**src/rtl/tile_sched_pkg.sv**
```systemverilog
package tile_sched_pkg;
  typedef enum logic [1:0] {
    OP_LD_IN   = 2'd0,
    OP_LD_WT   = 2'd1,
    OP_COMPUTE = 2'd2,
    OP_STORE   = 2'd3
  } op_e;

  function automatic int idx_w(input int n);
    return (n < 2) ? 1 : $clog2(n);
  endfunction
endpackage

```
**src/rtl/tile_sched_step.sv**
```systemverilog
module tile_sched_step
  import tile_sched_pkg::*;
#(
  parameter int TROWS = 2,
  parameter int TCOLS = 3,
  parameter int NGRP  = 2,
  parameter int NSLC  = 3,
  localparam int TRW = idx_w(TROWS),
  localparam int TCW = idx_w(TCOLS),
  localparam int GW  = idx_w(NGRP),
  localparam int SW  = idx_w(NSLC)
) (
  input  logic           clk,
  input  logic           rst,
  input  logic           clear,
  input  logic           adv,
  output logic [TRW-1:0] nxt_tr,
  output logic [TCW-1:0] nxt_tc,
  output logic [GW-1:0]  nxt_g,
  output logic [SW-1:0]  nxt_s,
  output op_e            nxt_ph,
  output logic           at_end
);
  logic [TRW-1:0] tr;
  logic [TCW-1:0] tc;
  logic [GW-1:0]  g;
  logic [SW-1:0]  s;
  op_e            ph;

  logic lst_s, lst_g, lst_c, lst_r;
  assign lst_s = (s  == SW'(NSLC - 1));
  assign lst_g = (g  == GW'(NGRP - 1));
  assign lst_c = (tc == TCW'(TCOLS - 1));
  assign lst_r = (tr == TRW'(TROWS - 1));
  assign at_end = (ph == OP_STORE) && lst_g && lst_c && lst_r;

  always_comb begin
    nxt_tr = tr;
    nxt_tc = tc;
    nxt_g  = g;
    nxt_s  = s;
    nxt_ph = ph;
    unique case (ph)
      OP_LD_IN: nxt_ph = OP_LD_WT;
      OP_LD_WT: nxt_ph = OP_COMPUTE;
      OP_COMPUTE: begin
        if (lst_s) begin
          nxt_ph = OP_STORE;
        end else begin
          nxt_ph = OP_LD_IN;
          nxt_s  = s + SW'(1);
        end
      end
      default: begin
        nxt_ph = OP_LD_IN;
        nxt_s  = '0;
        if (!lst_g) begin
          nxt_g = g + GW'(1);
        end else begin
          nxt_g = '0;
          if (!lst_c) begin
            nxt_tc = tc + TCW'(1);
          end else begin
            nxt_tc = '0;
            nxt_tr = lst_r ? '0 : tr + TRW'(1);
          end
        end
      end
    endcase
  end

  always_ff @(posedge clk) begin
    if (rst || clear) begin
      tr <= '0;
      tc <= '0;
      g  <= '0;
      s  <= '0;
      ph <= OP_LD_IN;
    end else if (adv) begin
      tr <= nxt_tr;
      tc <= nxt_tc;
      g  <= nxt_g;
      s  <= nxt_s;
      ph <= nxt_ph;
    end
  end
endmodule

```
**src/rtl/tile_sched_fmt.sv**
```systemverilog
module tile_sched_fmt
  import tile_sched_pkg::*;
#(
  parameter int TILE_H = 4,
  parameter int TILE_W = 4,
  parameter int TROWS  = 2,
  parameter int TCOLS  = 3,
  parameter int NGRP   = 2,
  parameter int NSLC   = 3,
  parameter int RW     = 5,
  parameter int CW     = 6,
  localparam int TRW = idx_w(TROWS),
  localparam int TCW = idx_w(TCOLS),
  localparam int GW  = idx_w(NGRP),
  localparam int SW  = idx_w(NSLC),
  localparam int WIW = idx_w(NGRP * NSLC)
) (
  input  logic [TRW-1:0] tr,
  input  logic [TCW-1:0] tc,
  input  logic [GW-1:0]  g,
  input  logic [SW-1:0]  s,
  output logic [RW-1:0]  org_r,
  output logic [CW-1:0]  org_c,
  output logic [RW-1:0]  win_r,
  output logic [CW-1:0]  win_c,
  output logic [3:0]     pad,
  output logic           first,
  output logic           last,
  output logic [WIW-1:0] wt_idx
);
  assign org_r  = RW'(int'(tr) * TILE_H);
  assign org_c  = CW'(int'(tc) * TILE_W);
  assign win_r  = org_r - RW'(1);
  assign win_c  = org_c - CW'(1);
  assign pad    = {tr == '0, tr == TRW'(TROWS - 1), tc == '0, tc == TCW'(TCOLS - 1)};
  assign wt_idx = WIW'(int'(g) * NSLC + int'(s));

  generate
    if (NSLC == 1) begin : g_single
      assign first = 1'b1;
      assign last  = 1'b1;
    end else begin : g_multi
      assign first = (s == '0);
      assign last  = (s == SW'(NSLC - 1));
    end
  endgenerate
endmodule

```
**src/rtl/tile_sched_top.sv**
```systemverilog
module tile_sched_top
  import tile_sched_pkg::*;
#(
  parameter int IMG_H    = 8,
  parameter int IMG_W    = 12,
  parameter int TILE_H   = 4,
  parameter int TILE_W   = 4,
  parameter int N_GROUPS = 2,
  parameter int N_SLICES = 3,
  localparam int TROWS = IMG_H / TILE_H,
  localparam int TCOLS = IMG_W / TILE_W,
  localparam int TRW = idx_w(TROWS),
  localparam int TCW = idx_w(TCOLS),
  localparam int GW  = idx_w(N_GROUPS),
  localparam int SW  = idx_w(N_SLICES),
  localparam int WIW = idx_w(N_GROUPS * N_SLICES),
  localparam int RW  = $clog2(IMG_H) + 2,
  localparam int CW  = $clog2(IMG_W) + 2
) (
  input  logic           clk,
  input  logic           rst,
  input  logic           start,
  output logic           done,
  output logic           cmd_valid,
  input  logic           cmd_ready,
  output logic [1:0]     cmd_op,
  output logic [TRW-1:0] cmd_tile_r,
  output logic [TCW-1:0] cmd_tile_c,
  output logic [GW-1:0]  cmd_grp,
  output logic [SW-1:0]  cmd_slc,
  output logic [RW-1:0]  cmd_org_r,
  output logic [CW-1:0]  cmd_org_c,
  output logic [RW-1:0]  cmd_win_r,
  output logic [CW-1:0]  cmd_win_c,
  output logic [3:0]     cmd_pad,
  output logic           cmd_first,
  output logic           cmd_last,
  output logic [WIW-1:0] cmd_wt_idx
);
  logic running, hs, clear, adv, at_end;
  logic [TRW-1:0] n_tr, f_tr;
  logic [TCW-1:0] n_tc, f_tc;
  logic [GW-1:0]  n_g, f_g;
  logic [SW-1:0]  n_s, f_s;
  op_e            n_ph, f_ph;
  logic [RW-1:0]  f_org_r, f_win_r;
  logic [CW-1:0]  f_org_c, f_win_c;
  logic [3:0]     f_pad;
  logic           f_first, f_last;
  logic [WIW-1:0] f_wt;

  assign hs    = cmd_valid && cmd_ready;
  assign clear = !running && start;
  assign adv   = running && hs && !at_end;

  tile_sched_step #(
    .TROWS(TROWS), .TCOLS(TCOLS), .NGRP(N_GROUPS), .NSLC(N_SLICES)
  ) u_step (
    .clk(clk), .rst(rst), .clear(clear), .adv(adv),
    .nxt_tr(n_tr), .nxt_tc(n_tc), .nxt_g(n_g), .nxt_s(n_s), .nxt_ph(n_ph),
    .at_end(at_end)
  );

  assign f_tr = running ? n_tr : '0;
  assign f_tc = running ? n_tc : '0;
  assign f_g  = running ? n_g  : '0;
  assign f_s  = running ? n_s  : '0;
  assign f_ph = running ? n_ph : OP_LD_IN;

  tile_sched_fmt #(
    .TILE_H(TILE_H), .TILE_W(TILE_W), .TROWS(TROWS), .TCOLS(TCOLS),
    .NGRP(N_GROUPS), .NSLC(N_SLICES), .RW(RW), .CW(CW)
  ) u_fmt (
    .tr(f_tr), .tc(f_tc), .g(f_g), .s(f_s),
    .org_r(f_org_r), .org_c(f_org_c), .win_r(f_win_r), .win_c(f_win_c),
    .pad(f_pad), .first(f_first), .last(f_last), .wt_idx(f_wt)
  );

  always_ff @(posedge clk) begin
    if (rst) begin
      running    <= 1'b0;
      cmd_valid  <= 1'b0;
      done       <= 1'b0;
      cmd_op     <= '0;
      cmd_tile_r <= '0;
      cmd_tile_c <= '0;
      cmd_grp    <= '0;
      cmd_slc    <= '0;
      cmd_org_r  <= '0;
      cmd_org_c  <= '0;
      cmd_win_r  <= '0;
      cmd_win_c  <= '0;
      cmd_pad    <= '0;
      cmd_first  <= 1'b0;
      cmd_last   <= 1'b0;
      cmd_wt_idx <= '0;
    end else begin
      done <= 1'b0;
      if (clear || adv) begin
        running    <= 1'b1;
        cmd_valid  <= 1'b1;
        cmd_op     <= f_ph;
        cmd_tile_r <= f_tr;
        cmd_tile_c <= f_tc;
        cmd_grp    <= f_g;
        cmd_slc    <= f_s;
        cmd_org_r  <= f_org_r;
        cmd_org_c  <= f_org_c;
        cmd_win_r  <= f_win_r;
        cmd_win_c  <= f_win_c;
        cmd_pad    <= f_pad;
        cmd_first  <= f_first;
        cmd_last   <= f_last;
        cmd_wt_idx <= f_wt;
      end else if (running && hs && at_end) begin
        running   <= 1'b0;
        cmd_valid <= 1'b0;
        done      <= 1'b1;
      end
    end
  end
endmodule

```
**config.mk**
```make
export PLATFORM = sky130hd
export DESIGN_NAME = tile_sched_top
export DESIGN_NICKNAME = d
export VERILOG_FILES = /design/src/rtl/tile_sched_pkg.sv /design/src/rtl/tile_sched_step.sv /design/src/rtl/tile_sched_fmt.sv /design/src/rtl/tile_sched_top.sv
export SDC_FILE = /design/constraint.sdc
export NUM_CORES = 1
export LEC_CHECK = 0
export CAP_MARGIN = 20
export CORE_AREA = 2 2 79 81
export DETAILED_ROUTE_END_ITERATION = 16
export DIE_AREA = 0 0 81 83
export PLACE_DENSITY = 0.5
export SYNTH_ARGS = -nofsm -noshare
export SYNTH_HDL_FRONTEND = slang
export SYNTH_SLANG_ARGS = --single-unit
```
**constraint.sdc**
```tcl
create_clock -name clk -period 3.8 [get_ports clk]
set_clock_uncertainty 0.15 [all_clocks]
set_input_delay 0.76 -clock clk [delete_from_list [all_inputs] [get_ports clk]]
set_output_delay 0.76 -clock clk [all_outputs]
set_load 0.05 [all_outputs]
```
# --- Yosys cells after proc, flatten, opt, wreduce, memory -nomap -nowiden ---
# Index checks and enable logic that the tools add are counted.
totals:
  output_inout_bits: 41
  ff_bits: 38
  in_bits: 4
  wordCells: 74
classes:
  n_eq_ne: 7
  mul: 1
  add_sub_neg: 7
  muxes: 21
  reduce_logical: 19
  n_bitwise: 1
op_table:
  columns: ["cell", "n"]
  rows:
  - ["$mux 2", 8]
  - ["$eq 2x2->1 const B", 6]
  - ["$mux 1", 11]
  - ["$logic_and 1x1->1", 8]
  - ["$logic_not 2->1", 3]
  - ["$pmux 2 s3", 1]
  - ["$sub 4x1->5 const B", 1]
  - ["$add 2x1->2 const B", 2]
  - ["$pmux 2 s2", 1]
  - ["$reduce_or 2->1", 2]
  - ["$sub 3x1->4 const B", 1]
  - ["$add 3x3->3", 1]
  - ["$mul 1x2->3 const B", 1]
  - ["$reduce_or 3->1", 1]
  - ["$add 1x1->1 const B", 2]
  - ["$eq 2x1->1 const B", 1]
  - ["$logic_not 1->1", 2]
  - ["$logic_or 1x1->1", 2]
  - ["$reduce_bool 2->1", 1]
  - ["$not 1->1", 1]

# --- Logic depth before layout (Yosys ltp) ---
depth:
  depth_word: 8
  mapped_depth: 8
  ltp_nobuf: 8

# --- Cells and area by module ---
# A second synthesis with hierarchy kept.
hier_totals:
  cells_unflattened: 264
  hier_area_um2: 2585.0
modules_own_cells:
  columns: ["mod", "area_per_inst_um2", "seq_area_each_um2", "cells_per_inst", "n_inst"]
  rows:
  - ["tile_sched_top", 1825.5, 820.8, 168, 1]
  - ["tile_sched_step", 509.2, 160.2, 63, 1]
  - ["tile_sched_fmt", 250.2, 0.0, 33, 1]

# --- Worst setup path before layout ---
# OpenSTA, ideal clock, no wires.
synth_path:
  path_type: "register to register"
  start: "register running"
  end: "register cmd_wt_idx[1]"
  setup_slack_ps: 1647
  arrival_time_ps: 1924
  setup_ps: 79
  t_required_ps: 3571
  n_path_buf: 1
  period_less_slack_ps: 2153
  stages_incl_launch_ff: 8
  cell_sequence: "dfxtp_1 -> buf_6 -> inv_1 -> a21oi_1 -> ha_1 -> inv_1 -> fa_1 -> a211oi_2"
synth_between:
  word_cells_on_any_way: 10
  classes_between: "add/sub: 1; mul: 1; mux: 2; reduce/logical: 6"
synth_lines:
  columns: ["item", "line", "source"]
  rows:
  - ["start, declared", "tile_sched_top.sv:40", "logic running, hs, clear, adv, at_end;"]
  - ["start signal, assigned", "tile_sched_top.sv:81", "running <= 1'b0;"]
  - ["start signal, assigned", "tile_sched_top.sv:100", "running <= 1'b1;"]
  - ["start signal, assigned", "tile_sched_top.sv:116", "running <= 1'b0;"]
  - ["$mux 1", "tile_sched_top.sv:66", "assign f_g = running ? n_g : '0;"]
  - ["via f_g", "tile_sched_top.sv:43", "logic [GW-1:0] n_g, f_g;"]
  - ["$mul 1x2->3", "tile_sched_fmt.sv:36", "assign wt_idx = WIW'(int'(g) * NSLC + int'(s));"]
  - ["$add 3x3->3", "tile_sched_fmt.sv:36", null]
  - ["end signal, assigned", "tile_sched_top.sv:114", "cmd_wt_idx <= f_wt;"]
  - ["end, declared", "tile_sched_top.sv:38", "output logic [WIW-1:0] cmd_wt_idx"]
# The timed path passes the listed nets, and every way through them passes these cells.
# A chain may end at the register's enable or synchronous reset.

==> run metrics <==
status finished, final reports clean; combinational share of power 0.209; Resize count post-CTS 0; Int Power 501 uW; Yosys top cell area share 0.367; WP data required 2.89 ns; gr usage total 0.107; Post-Route Setup TNS 0 ns; Reg clk slew, reported paths 0.06 ns; Root Buffer Master clkbuf_8; Seq pwr share 0.441; Final nets 206; # rows 28; Layout area overhead 23.0%; layer with the highest usage met2; Post-Route Utilization 0.334; Synth Register Bits 29; die width 81 um; IR drop worst, VDD 0.000130 V; Pleak 0.683 nW; CP Launch Type register; Detail Placement HPWL 2.40 mm; full die area 0.00672 mm^2; slowest CP cell clkdlybuf4s50_1; Tot Pwr 737 uW; Finished Cell Area 0.00194 mm^2; clock network fraction of total power 0.350; GRT met1 Usage 0.136; Initial Util 0.272; vias in the first global route 1,151; clock sinks 29; area post-placement 0.00186 mm^2; Tmin final 2.70 ns; Net Sw Frac 0.319; Synth cell types 45; syn avg cell area 9.19 um^2; met3 usage 0.0359; Slew headroom 0.664; Pwr Density 379 mW/mm^2; initial antenna violation count 0; sequential element share of the synthesized area 0.367; Post-synth top cells 29 x dfxtp_1, 25 x nand2_1, 21 x buf_4; CTS max path bufs 2; CP endpoint kind primary output; Die Height 83 um; pre-CTS setup slack 1.21 ns; ant diodes 0; final setup vio count 0; drt drc 0; unrepaired setup endpoints after global routing no; Placed Cells 264; Worst Path Arrival 1.79 ns; CP Cell Sequence clkdlybuf4s50_1; drt wl/cell 12.3 um; synthesized instance count 172; first-pass GRT wire length 5.55 mm; cts hold-fix bufs 0; Hold Worst Slack 0.302 ns; CP Buf/Inv Count 1; CP peak stage delay 0.90 ns; period utilization 0.711; TritonCTS clock tree yes; DR pass1 iterations 4; # H-tree levels 2; Sw Pwr 235 uW; GR Util met2 0.166; CTS Buf Count 5; drt total wl 3.33 mm; Yosys warning total 0; grt ovf 0; Async SR Flop Fraction 0; Routed Antenna Nets 0; Post-synth top flop dfxtp_1; Fillers 632; First DRT Iteration DRCs 58; CP delay by family, top buffers and inverters; Crit Path Max Fanout 12; fin. max-slew vios 0; post-route setup slack 1.10 ns; Yosys top cell by area dfxtp_1; post-CTS setup repair buffer count 0; largest net degree at the start of global routing 20; post-route insts no fill 271; Via density 4.57; worst hold path type register to register; total core area 0.00582 mm^2; Vias 1,238; RD Place Congestion 0.772; critical path class register to primary output; count of flip-flops with a built-in enable after synthesis 0; Syn Std Cell Area 0.00158 mm^2; cells taking the most area after synthesis dfxtp_1 37%, buf_4 10%, nand2_1 5.9%; io pins 45; final hold violations 0; clock latency on the worst-skew pair 0.28 ns; Max Clk Rate 370 MHz; most numerous cell in the Yosys netlist dfxtp_1; layout cells sized above 1 0.122; PortBufs 36; max cap viols 0; measured slew at the worst slew-check pin 0.502 ns
==> registers in the layout, indices dropped and copies added, names as in the netlist, 2 cells and up <==
signal	flops
cmd_op	2
cmd_org_c	2
cmd_pad	2
cmd_slc	2
cmd_win_c	3
cmd_win_r	2
cmd_wt_idx	3
u_step.ph	2
u_step.s	2
u_step.tc	2
==> power groups by stage <==
stage / clock (mW) / sequential, mW / combinational (mW)
floorplan: 0 / 0.357 / 0.106
global placement: 0 / 0.332 / 0.154
detailed placement: 0 / 0.332 / 0.155
CTS: 0.267 / 0.325 / 0.155
global route: 0.280 / 0.327 / 0.163
finish: 0.258 / 0.325 / 0.154
==> layout make-up <==
cell class	count	area, um^2	area share
multi-input cells	115	785	0.404
flip-flops and latches	29	581	0.299
repair buffers	37	368	0.189
well taps	75	93.8	0.0483
clock buffers	7	86.3	0.0444
inverters	8	30.0	0.0155
==> cell families (layout without fill, tap and decap cells) <==
family | after synthesis | in the layout | share of synthesized area
other | 1 | 8 | 0.00237
AOI/OAI and AO/OA | 41 | 41 | 0.227
DFF | 29 | 29 | 0.367
adders and majority gates | 6 | 6 | 0.0523
muxes | 2 | 2 | 0.0135
and+or+nand+nor | 57 | 57 | 0.179
xor gates and xnor gates | 1 | 1 | 0.00554
buffers and inverters | 35 | 52 | 0.153
==> final timing paths <==
kind,start,endpoint,slack [ns],cells after the start
setup / recovery,running,cmd_valid,1.10,1
hold / removal,cmd_wt_idx[0],cmd_wt_idx[0],0.30,2
setup reg to reg,u_step.ph[0],cmd_wt_idx[1],1.60,7
hold reg to reg,cmd_wt_idx[0],cmd_wt_idx[0],0.30,2
==> layout by cell type, fill, tap and decap left out, types with 2 or more instances in the layout <==
master	Yosys	routed
a211oi_2	3	3
a21oi_1	17	17
a32o_1	2	2
and2b_1	2	2
and4b_1	2	2
clkbuf_8	0	6
clkdlybuf4s50_1	0	36
conb_1	1	8
dfxtp_1	29	29
ha_1	5	5
inv_1	8	8
nand2_1	25	25
nand2b_1	3	3
nor2_1	15	15
nor2b_1	3	3
nor3_1	2	2
o21ai_0	2	2
==> routing by layer <==
layer	up-vias	wire [um]
met1	580	1570
met5	-	0
met2	36	1520
li1	614	-
met3	8	172
met4	0	63
Note: power is estimated with default switching activity, not from simulation.
